### src/rtl/swc_pkg.sv
package swc_pkg;

  typedef enum logic [1:0] {
    ST_RUN   = 2'd0,
    ST_SLEEP = 2'd1,
    ST_DUMMY = 2'd2
  } swcState_t;

  // strobes from control to datapath, valid for one cycle
  typedef struct packed {
    logic enterSleep;
    logic wakeInline;
    logic loadVec;
  } swcStrobe_t;

endpackage

### src/rtl/swc_control.sv
module swc_control
  import swc_pkg::*;
(
  input  logic       clk,
  input  logic       rstN,
  input  logic       sleepReq,
  input  logic       pending,
  input  logic       globalIntEn,
  output swcStrobe_t strb,
  output logic       asleep,
  output logic       inDummy,
  output logic       coreClkEn
);

  swcState_t state, stateNxt;
  logic      clkEnQ;

  always_comb begin
    stateNxt = state;
    strb     = '0;
    case (state)
      ST_RUN: begin
        if (sleepReq && !pending) begin
          stateNxt        = ST_SLEEP;
          strb.enterSleep = 1'b1;
        end
      end
      ST_SLEEP: begin
        if (pending) begin
          if (globalIntEn) begin
            stateNxt = ST_DUMMY;
          end else begin
            stateNxt        = ST_RUN;
            strb.wakeInline = 1'b1;
          end
        end
      end
      ST_DUMMY: begin
        stateNxt     = ST_RUN;
        strb.loadVec = 1'b1;
      end
      default: stateNxt = ST_RUN;
    endcase
  end

  always_ff @(posedge clk) begin
    if (!rstN) begin
      state  <= ST_RUN;
      clkEnQ <= 1'b1;
    end else begin
      state  <= stateNxt;
      clkEnQ <= (stateNxt != ST_SLEEP);
    end
  end

  assign asleep    = (state == ST_SLEEP);
  assign inDummy   = (state == ST_DUMMY);
  assign coreClkEn = clkEnQ;

endmodule

### src/rtl/swc_datapath.sv
module swc_datapath
  import swc_pkg::*;
#(
  parameter int N_SRC       = 8,
  parameter int PC_W        = 16,
  parameter int VECTOR_ADDR = 8
) (
  input  logic             clk,
  input  logic             rstN,
  input  logic [N_SRC-1:0] intEn,
  input  logic [N_SRC-1:0] intFlag,
  input  logic             wdtClrCmd,
  input  logic             wdtTimeout,
  input  swcStrobe_t       strb,
  output logic             pending,
  output logic             wdtClr,
  output logic             timeoutBit,
  output logic             powerDownBit,
  output logic             vecLoad,
  output logic [PC_W-1:0]  vecAddr,
  output logic             resumeInline
);

  localparam logic [PC_W-1:0] VEC = PC_W'(VECTOR_ADDR);

  logic [N_SRC-1:0] armed;
  logic             pendQ, clrQ, toQ, pdQ, vecQ, resQ;

  assign armed = intEn & intFlag;

  always_ff @(posedge clk) begin
    if (!rstN) begin
      pendQ <= 1'b0;
      clrQ  <= 1'b0;
      toQ   <= 1'b1;
      pdQ   <= 1'b1;
      vecQ  <= 1'b0;
      resQ  <= 1'b0;
    end else begin
      pendQ <= |armed;
      clrQ  <= strb.enterSleep | wdtClrCmd;
      if (strb.enterSleep || wdtClrCmd) toQ <= 1'b1;
      else if (wdtTimeout)              toQ <= 1'b0;
      if (strb.enterSleep)              pdQ <= 1'b0;
      else if (wdtClrCmd)               pdQ <= 1'b1;
      vecQ  <= strb.loadVec;
      resQ  <= strb.wakeInline;
    end
  end

  assign pending      = pendQ;
  assign wdtClr       = clrQ;
  assign timeoutBit   = toQ;
  assign powerDownBit = pdQ;
  assign vecLoad      = vecQ;
  assign vecAddr      = VEC;
  assign resumeInline = resQ;

endmodule

### src/rtl/sleep_wake_ctrl.sv
module sleep_wake_ctrl
  import swc_pkg::*;
#(
  parameter int N_SRC       = 8,
  parameter int PC_W        = 16,
  parameter int VECTOR_ADDR = 8
) (
  input  logic             clk,
  input  logic             rstN,
  input  logic             sleepReq,
  input  logic             wdtClrCmd,
  input  logic             wdtTimeout,
  input  logic             globalIntEn,
  input  logic [N_SRC-1:0] intEn,
  input  logic [N_SRC-1:0] intFlag,
  output logic             asleep,
  output logic             coreClkEn,
  output logic             wdtClr,
  output logic             timeoutBit,
  output logic             powerDownBit,
  output logic             vecLoad,
  output logic [PC_W-1:0]  vecAddr,
  output logic             resumeInline
);

  swcStrobe_t strb;
  logic       pending;
  logic       inDummy;

  swc_control i_ctrl (
    .clk        (clk),
    .rstN       (rstN),
    .sleepReq   (sleepReq),
    .pending    (pending),
    .globalIntEn(globalIntEn),
    .strb       (strb),
    .asleep     (asleep),
    .inDummy    (inDummy),
    .coreClkEn  (coreClkEn)
  );

  swc_datapath #(
    .N_SRC      (N_SRC),
    .PC_W       (PC_W),
    .VECTOR_ADDR(VECTOR_ADDR)
  ) i_dp (
    .clk         (clk),
    .rstN        (rstN),
    .intEn       (intEn),
    .intFlag     (intFlag),
    .wdtClrCmd   (wdtClrCmd),
    .wdtTimeout  (wdtTimeout),
    .strb        (strb),
    .pending     (pending),
    .wdtClr      (wdtClr),
    .timeoutBit  (timeoutBit),
    .powerDownBit(powerDownBit),
    .vecLoad     (vecLoad),
    .vecAddr     (vecAddr),
    .resumeInline(resumeInline)
  );

endmodule

### config.mk
export PLATFORM = sky130hd
export DESIGN_NAME = sleep_wake_ctrl
export DESIGN_NICKNAME = d
export VERILOG_FILES = /design/src/rtl/swc_pkg.sv /design/src/rtl/swc_control.sv /design/src/rtl/swc_datapath.sv /design/src/rtl/sleep_wake_ctrl.sv
export SDC_FILE = /design/constraint.sdc
export NUM_CORES = 1
export LEC_CHECK = 0
export BUFFER_PORTS_ARGS = -buffer_cell sky130_fd_sc_hd__buf_2
export CORE_MARGIN = 3
export CORE_UTILIZATION = 32
export CTS_BUF_LIST = sky130_fd_sc_hd__clkbuf_8
export DETAILED_ROUTE_END_ITERATION = 10
export PLACE_DENSITY_LB_ADDON = 0.2
export SYNTH_ARGS = -nofsm -noshare
export SYNTH_HDL_FRONTEND = slang
export SYNTH_SLANG_ARGS = --single-unit
### constraint.sdc
create_clock -name clk -period 0.9 [get_ports clk]
set_clock_uncertainty 0.05 [all_clocks]
set_input_delay 0.18 -clock clk [delete_from_list [all_inputs] [get_ports clk]]
set_output_delay 0.18 -clock clk [all_outputs]
set_load 0.005 [all_outputs]
# Yosys cells after proc, flatten, opt, wreduce, memory -nomap -nowiden
# Index checks and enable logic that the tools add are counted.
[totals] in_bits=22 wordCells=32 output_inout_bits=23 regBits=9
[classes] eq_ne=3 mux=10 bitwise=3 reduce_logical=8
[op_table] cell="$and 8x8->8" n=1
[op_table] cell="$reduce_or 8->1" n=1
[op_table] cell="$mux 1" n=6
[op_table] cell="$mux 2" n=3
[op_table] cell="$pmux 2 s2" n=1
[op_table] cell="$reduce_and 3->1" n=1
[op_table] cell="$eq 2x1->1 const B" n=1
[op_table] cell="$eq 2x2->1 const B" n=1
[op_table] cell="$logic_not 2->1" n=1
[op_table] cell="$ne 2x1->1 const B" n=1
[op_table] cell="$reduce_bool 2->1" n=1
[op_table] cell="$reduce_or 2->1" n=1
[op_table] cell="$logic_and 1x1->1" n=1
[op_table] cell="$logic_not 1->1" n=1
[op_table] cell="$logic_or 1x1->1" n=1
[op_table] cell="$not 1->1" n=1
[op_table] cell="$or 1x1->1" n=1

# Longest topological paths before layout
# Gate-level depths: netlist of the first run.
[depth] depth_word=6 depth_mapped=2 ltp_nobuf=2

# Hierarchy
# Synthesis of the first run repeated with hierarchy kept, for this count alone.
[hier_totals] cells_unflattened=50 area_unflattened_um2=471.7
[by_module_without_submodules] mod="swc_datapath" area_each_um2=332.8 n_inst=1 seq_area_each_um2=120.1 cells_each=38
[by_module_without_submodules] mod="swc_control" area_each_um2=138.9 n_inst=1 seq_area_each_um2=60.1 cells_each=12

# Worst setup path before layout of the first run
# OpenSTA, ideal clock, no wires.
[synth_timing] kind="reg-to-reg" from="register i_ctrl.state[1]" to="register i_dp.toQ (netlist: i_dp.timeoutBit)" arrival_time_ns=0.868 setup_time_ns=0.134 stages_incl_launch_ff=3 path_slack_ns=-0.152 path_cell_list="dfxtp_1 -> nor4b_2 -> or4_1"
[synth_via] elab_chain_cells=4
[synth_rtl] item="start, declared" line_no="swc_control.sv:15" rtl="swcState_t state, stateNxt;"
[synth_rtl] item="start signal, assigned" line_no="swc_control.sv:51" rtl="state <= stateNxt;"
[synth_rtl] item="$logic_not 2->1" line_no="swc_control.sv:21" rtl="case (state)"
[synth_rtl] item="$mux 1" line_no="swc_control.sv:21"
[synth_rtl] item="$logic_or 1x1->1" line_no="swc_datapath.sv:42" rtl="if (strb.enterSleep || wdtClrCmd) toQ <= 1'b1;"
[synth_rtl] item="$reduce_or 2->1 (no line)"
[synth_rtl] item="end signal, assigned" line_no="swc_datapath.sv:35" rtl="toQ <= 1'b1;"
[synth_rtl] item="end signal, assigned" line_no="swc_datapath.sv:42"
[synth_rtl] item="end signal, assigned" line_no="swc_datapath.sv:43" rtl="else if (wdtTimeout) toQ <= 1'b0;"
[synth_rtl] item="end, declared" line_no="swc_datapath.sv:27" rtl="logic pendQ, clrQ, toQ, pdQ, vecQ, resQ;"
# Every way passes these cells.
# A chain may end at the register's enable or synchronous reset.

# Final worst setup path of the first run
[layout_timing] from="register i_ctrl.state[0]" to="output port asleep"
[layout_via] elab_chain_cells=1
[layout_rtl] item="$eq 2x1->1" line_no="swc_control.sv:56" rtl="assign asleep = (state == ST_SLEEP);"
[layout_rtl] item="end, declared" line_no="sleep_wake_ctrl.sv:16" rtl="output logic asleep,"
# Every way passes these cells.

==> flow_metrics.py, run 1 <==
metrics = {
    "yosys": {
        "ys.warnings.count": 0,
        "synth-async-reset-ratio": 0,
        "yosysTopAreaCell": "dfxtp_1",
        "synthXorXnorAreaFrac": 0,
        "synth-edff-count": 0,
        "synthSimpleGateAreaFrac": 0.1667,
        "synth_area_leaders": "dfxtp_1 40%, buf_4 27%, a22oi_1 6.7%",
        "syn_area_per_cell_um2": 9.584,
        "ys_ff_latch": 9,
        "ys_types": 16,
        "synth_top_family_by_area": "buffers and inverters",
        "ys.flop_type": "dfxtp_1",
        "synth_area_um2": 450.4,
        "synth_seq_area_share": 0.4000,
        "synth_fa_ha_area_frac": 0,
        "syn-instance-count": 47,
        "synth_compound_area_frac": 0.1417,
        "synth_top_area_share": 0.4000,
        "synthMuxAreaShare": 0,
    },
    "critical_path": {
        "cp-start-kind": "register",
        "regToRegEndpoint": "i_dp.timeoutBit$_SDFFE_PP1P_",
        "arrival_ps": 920,
        "path_class": "register to primary output",
        "crit_fanout": 2,
        "cp-end-kind": "primary output",
        "required_ps": 670,
        "timing.rr.start": "i_ctrl.state[0]$_SDFF_PN0_",
        "reg2regPathDepth": 3,
        "ff2ff_setup_slack_ps": -230,
    },
    "worst_hold_path": {
        "min_path_type": "input pin to register",
        "min_from": "wdtClrCmd",
        "hold_end": "i_dp.timeoutBit$_SDFFE_PP1P_",
        "min_path_cells": 2,
    },
    "grt": {
        "grt_overflow": 0,
        "gr-usage-all-layers": 0.1072,
        "grt_start_max_net_pins": 8,
        "grt_pass1_wl_um": 1449,
        "grt_pass1_vias": 377,
        "antenna_found_initial": 0,
    },
    "placement": {
        "dp.final_hpwl_um": 776.3,
        "gp_congestion": 0.6799,
        "numPortBuffers": 28,
        "dp.cells": 93,
    },
    "sta": {
        "fin_crit_ps": 1145,
        "rsz0062_at_grt": "yes",
        "fin_setup_tns_ps": -1481,
        "worst_slack_ps": -245.1,
        "fin_crit_sh": 1.272,
        "hold_viol": 0,
        "whs_ps": 110.2,
        "max_freq_mhz": 873.3,
        "final-max-slew-violation-count": 0,
        "finalSetupViolCount": 8,
    },
    "clocking": {
        "clk_latency_ps": 230,
        "h-tree-depth": 1,
        "cts_tree": "done",
        "cts_buffers": 3,
        "cts_hold_buffers": 0,
        "clock_sinks": 9,
        "clockRootBuffer": "clkbuf_8",
        "clock_path_buffers": 2,
        "cts.clk_slew.worst_paths_ps": 40,
    },
    "die": {
        "core_area_um2": 1216,
        "dieArea_um2": 1894,
        "io_pins": 45,
        "start_util": 0.3704,
        "die_h_um": 43.52,
        "die_w_um": 43.52,
        "rows": 12,
    },
    "drt": {
        "dr_total_vias": 421,
        "drt_iter0_drc": 16,
        "wl_per_cell_um": 10.59,
        "firstDrtPassIters": 4,
        "drt-vias-per-instance": 4.210,
        "drt-total-wl_um": 1059,
        "drc_errors": 0,
        "ant_nets": 0,
    },
    "final_layout": {
        "fin_cells": 100,
        "synthToLayoutAreaGrowth_pct": 54.72,
        "fillers": 110,
        "diodes": 0,
        "finalNetCount": 109,
        "drive_gt1_frac": 0.5814,
    },
    "pwr": {
        "power_density_nw_per_um2": 1526,
        "leakage_uw": 0.0003705,
        "total_power_uw": 1064,
        "worst_ir_drop_vdd_v": 0.0006835,
    },
    "outcome": {
        "violations": "setup timing",
        "outcome": "complete, but fails checks",
    },
    "job": {
        "max-cap-violations": 0,
    },
}
==> placed cells by master (no fill, tap or decap), types with 2 or more instances in the layout <==
cell type  Yosys  layout
buf_2          0      28
conb_1         2      16
buf_4         16       7
dfxtp_1        9       5
a22oi_1        4       4
clkbuf_8       0       3
dfxtp_2        0       3
o21a_1         2       2
nor2_1         2       2
o21ai_1        0       2
buf_6          0       2
==> synth_stat cells, types with 2 or more instances <==
cell and number:
conb_1 2, nor2b_1 2, buf_4 16, a22oi_1 4
dfxtp_1 9, o21ai_0 2, o21a_1 2, nor2_1 2
==> kinds of logic after synthesis <==
kind of cell / Yosys count
DFF: 9
AOI/OAI and AO/OA: 9
and+or+nand+nor: 10
other: 2
buffers and inverters: 17
==> area by class of cell <==
| class | instances | area (um^2) | share of cell area |
|---|---|---|---|
| Clock buffer | 3 | 41.29 | 0.05925 |
| Sequential cell | 9 | 187.7 | 0.2693 |
| Timing Repair Buffer | 37 | 215.2 | 0.3088 |
| Multi-Input combinational cell | 35 | 227.7 | 0.3268 |
| Clock inverter | 1 | 3.754 | 0.005386 |
| Tap cell | 14 | 17.52 | 0.02513 |
| Inverter | 1 | 3.754 | 0.005386 |
==> sequential cells by signal, summed over array words and instances (netlist names) <==
name / count
i_ctrl.state: 2
i_ctrl.coreClkEn: 1
i_dp.pending: 1
i_dp.powerDownBit: 1
i_dp.resumeInline: 1
i_dp.timeoutBit: 1
i_dp.vecLoad: 1
i_dp.wdtClr: 1
==> report_power, final <==
| part | internal [uW] | total, uW | switching, uW | leakage, uW |
|---|---|---|---|---|
| Sequential | 421 | 431 | 10.1 | 0.0000749 |
| Combinational | 106 | 181 | 75.0 | 0.000269 |
| Clock | 297 | 452 | 155 | 0.0000269 |
==> per-stage QoR <==
step / utilization / worst slack, ps / area (um^2)
floorplan: - / -114.9 / 506.7
global placement: 0.4846 / -179.9 / 589.3
detailed placement: 0.4846 / -195.5 / 589.3
CTS: 0.5473 / -229.9 / 665.6
global route: 0.5730 / -283.6 / 696.9
finish: 0.5730 / -245.1 / 696.9
==> what timing repair did <==
action,4_1_cts,5_1_grt
resized for setup,5,7
hold endpoints to repair,0,0
pin swaps,0,2
setup buffers,2,1
endpoints found under the setup margin,9,9
==> worst max-delay path, stage by stage (launching register included) <==
cell	delay, ps
dfxtp_4	340
buf_6	110
nor2b_4	120
buf_2	120
==> routing by layer <==
metal | up-vias | wire [um] | global-route usage | part of all wire
li1 | 209 | - | - | -
met1 | 171 | 362 | 0.1163 | 0.34
met2 | 37 | 520 | 0.1563 | 0.49
met3 | 4 | 134 | 0.03734 | 0.13
met4 | 0 | 41 | 0.1084 | 0.039
met5 | - | 0 | 0 | 0
==> worst max path at each step <==
stage	from	to	slack, ps
after floorplan	i_ctrl.state[1]$_SDFF_PN0_	i_dp.timeoutBit$_SDFFE_PP1P_	-110
after global placement	sleepReq	i_dp.timeoutBit$_SDFFE_PP1P_	-180
after detailed placement	sleepReq	i_dp.timeoutBit$_SDFFE_PP1P_	-200
after CTS	i_ctrl.state[0]$_SDFF_PN0_	asleep	-230
after global routing	i_ctrl.state[0]$_SDFF_PN0_	asleep	-280
final	i_ctrl.state[0]$_SDFF_PN0_	asleep	-250
No activity file was read; power rests on OpenSTA's default activity.
==> run 2, diff against run 1 <==
--- a/config.mk
+++ b/config.mk
@@ -6,11 +6,13 @@
 export NUM_CORES = 1
 export LEC_CHECK = 0
 export BUFFER_PORTS_ARGS = -buffer_cell sky130_fd_sc_hd__buf_2
-export CORE_MARGIN = 3
-export CORE_UTILIZATION = 32
+export CORE_AREA = 3 3 40 42
 export CTS_BUF_LIST = sky130_fd_sc_hd__clkbuf_8
 export DETAILED_ROUTE_END_ITERATION = 10
+export DIE_AREA = 0 0 43 45
 export PLACE_DENSITY_LB_ADDON = 0.2
+export SKIP_CTS_REPAIR_TIMING = 1
+export SLEW_MARGIN = 10
 export SYNTH_ARGS = -nofsm -noshare
 export SYNTH_HDL_FRONTEND = slang
 export SYNTH_SLANG_ARGS = --single-unit
==> constraint.sdc (replaced) <==
create_clock -name clk -period 1.3 [get_ports clk]
set_clock_uncertainty 0.05 [all_clocks]
set_input_delay 0.26 -clock clk [delete_from_list [all_inputs] [get_ports clk]]
set_output_delay 0.26 -clock clk [all_outputs]
set_load 0.005 [all_outputs]
==> flow_metrics.py, run 2 (synthesis gave the netlist of run 1 again) <==
metrics = {
    "sta": {
        "fin_setup_tns_ps": 0,
        "finalSetupViolCount": 0,
        "final-max-slew-violation-count": 0,
        "max_freq_mhz": 800.9,
        "rsz0062_at_grt": "no",
        "hold_viol": 0,
        "fin_crit_ps": 1249,
        "fin_crit_sh": 0.9605,
    },
    "drt": {
        "drt_iter0_drc": 4,
        "drc_errors": 0,
        "ant_nets": 0,
        "dr_total_vias": 388,
        "firstDrtPassIters": 4,
        "drt-vias-per-instance": 4.217,
        "wl_per_cell_um": 9.152,
        "drt-total-wl_um": 842,
    },
    "final_layout": {
        "synthToLayoutAreaGrowth_pct": 30.28,
        "top_register": "i_ctrl.state",
        "layout_commonest_cell": "buf_2",
        "postLayoutCellArea_um2": 586.8,
        "final_core_util": 0.4567,
        "fillers": 135,
        "largest_register_ffs": 2,
        "drive_gt1_frac": 0.4545,
        "finalNetCount": 100,
        "final_cell_mix": "28 x buf_2, 16 x conb_1, 9 x dfxtp_1",
        "diodes": 0,
    },
    "critical_path": {
        "path_class": "register to primary output",
        "cp-end-kind": "primary output",
        "required_ps": 990,
        "cp-start-kind": "register",
        "arrival_ps": 940,
        "crit_fanout": 4,
    },
    "grt": {
        "antenna_found_initial": 0,
        "grt_pass1_wl_um": 1283,
        "grt_start_max_net_pins": 9,
        "grt_overflow": 0,
        "gr-usage-all-layers": 0.09114,
        "grt_pass1_vias": 332,
    },
    "clocking": {
        "clock_sinks": 9,
        "clock_path_buffers": 2,
        "h-tree-depth": 1,
        "clockRootBuffer": "clkbuf_8",
        "cts_tree": "done",
        "cts_buffers": 3,
        "cts.clk_slew.worst_paths_ps": 40,
        "clk_latency_ps": 230,
    },
    "die": {
        "core_area_um2": 1285,
        "io_pins": 45,
        "die_w_um": 43,
        "rows": 13,
        "die_h_um": 45,
        "dieArea_um2": 1935,
        "start_util": 0.3505,
    },
    "placement": {
        "gp_congestion": 0.6194,
        "dp.final_hpwl_um": 700.3,
        "placed_cell_area_um2": 541.8,
        "numPortBuffers": 28,
    },
    "pwr": {
        "power_density_nw_per_um2": 1181,
        "worst_ir_drop_vdd_v": 0.0003713,
        "leakage_uw": 0.0003128,
    },
    "job": {
        "max-cap-violations": 0,
    },
    "outcome": {
        "outcome": "completed",
    },
    "worst_hold_path": {
        "min_path_type": "input pin to register",
    },
}
run 2: cell count changes in the layout (fill, tap and decap cells not counted), sizes merged:
cell	before	now
buf	37	28
run 2: final cells by class:
class | count | area [um^2] | area share
clock buffers | 3 | 41.29 | 0.07036
well taps | 15 | 18.77 | 0.03198
flip-flops and latches | 9 | 180.2 | 0.3070
repair buffers | 28 | 140.1 | 0.2388
clock inverters | 1 | 3.754 | 0.006397
multi-input cells | 35 | 198.9 | 0.3390
inverters | 1 | 3.754 | 0.006397
run 2: worst max-delay path: stages, from the launching register on:
cell and delay, ps:
dfxtp_1 370, nor2b_1 200, buf_2 140
run 2: worst paths after layout:
kind                                   start                            to  slack [ps]  cells past startpoint
setup / recovery  i_ctrl.state[0]$_SDFF_PN0_                        asleep          50                      2
setup reg to reg     i_dp.pending$_SDFF_PN0_  i_dp.timeoutBit$_SDFFE_PP1P_         190                      2
hold / removal                     wdtClrCmd  i_dp.timeoutBit$_SDFFE_PP1P_         210                      2
hold reg to reg   i_ctrl.state[1]$_SDFF_PN0_       i_dp.vecLoad$_SDFF_PN0_         430                      2
run 2: per-layer routing:
| layer | wire length [um] | vias up | part of all wire | global-route usage |
|---|---|---|---|---|
| met5 | 0 | - | 0 | 0 |
| met1 | 268 | 157 | 0.32 | 0.1024 |
| met2 | 388 | 38 | 0.46 | 0.1407 |
| li1 | - | 191 | - | - |
| met3 | 170 | 2 | 0.20 | 0.01992 |
| met4 | 14 | 0 | 0.017 | 0.09036 |
run 2: through the flow:
| stage | setup slack (ps) | cells | power, uW | hold WS [ps] |
|---|---|---|---|---|
| after global placement | 140.4 | 88 | 387.3 | 401.3 |
| after floorplan | 247.6 | 61 | 374.4 | 286.2 |
| after detailed placement | 125.2 | 88 | 387.6 | 413.6 |
| after global routing | 18.58 | 92 | 726.7 | 210.8 |
| after CTS | 54.75 | 92 | 701.6 | 213.4 |
| final | 51.33 | 92 | 692.8 | 214.4 |
run 2: power by group:
| group | internal, uW | switching, uW | leakage [uW] |
|---|---|---|---|
| Clock | 205 | 104 | 0.0000269 |
| Sequential | 291 | 7.76 | 0.0000740 |
| Combinational | 45.7 | 39.2 | 0.000212 |
| Total | 542 | 151 | 0.000313 |
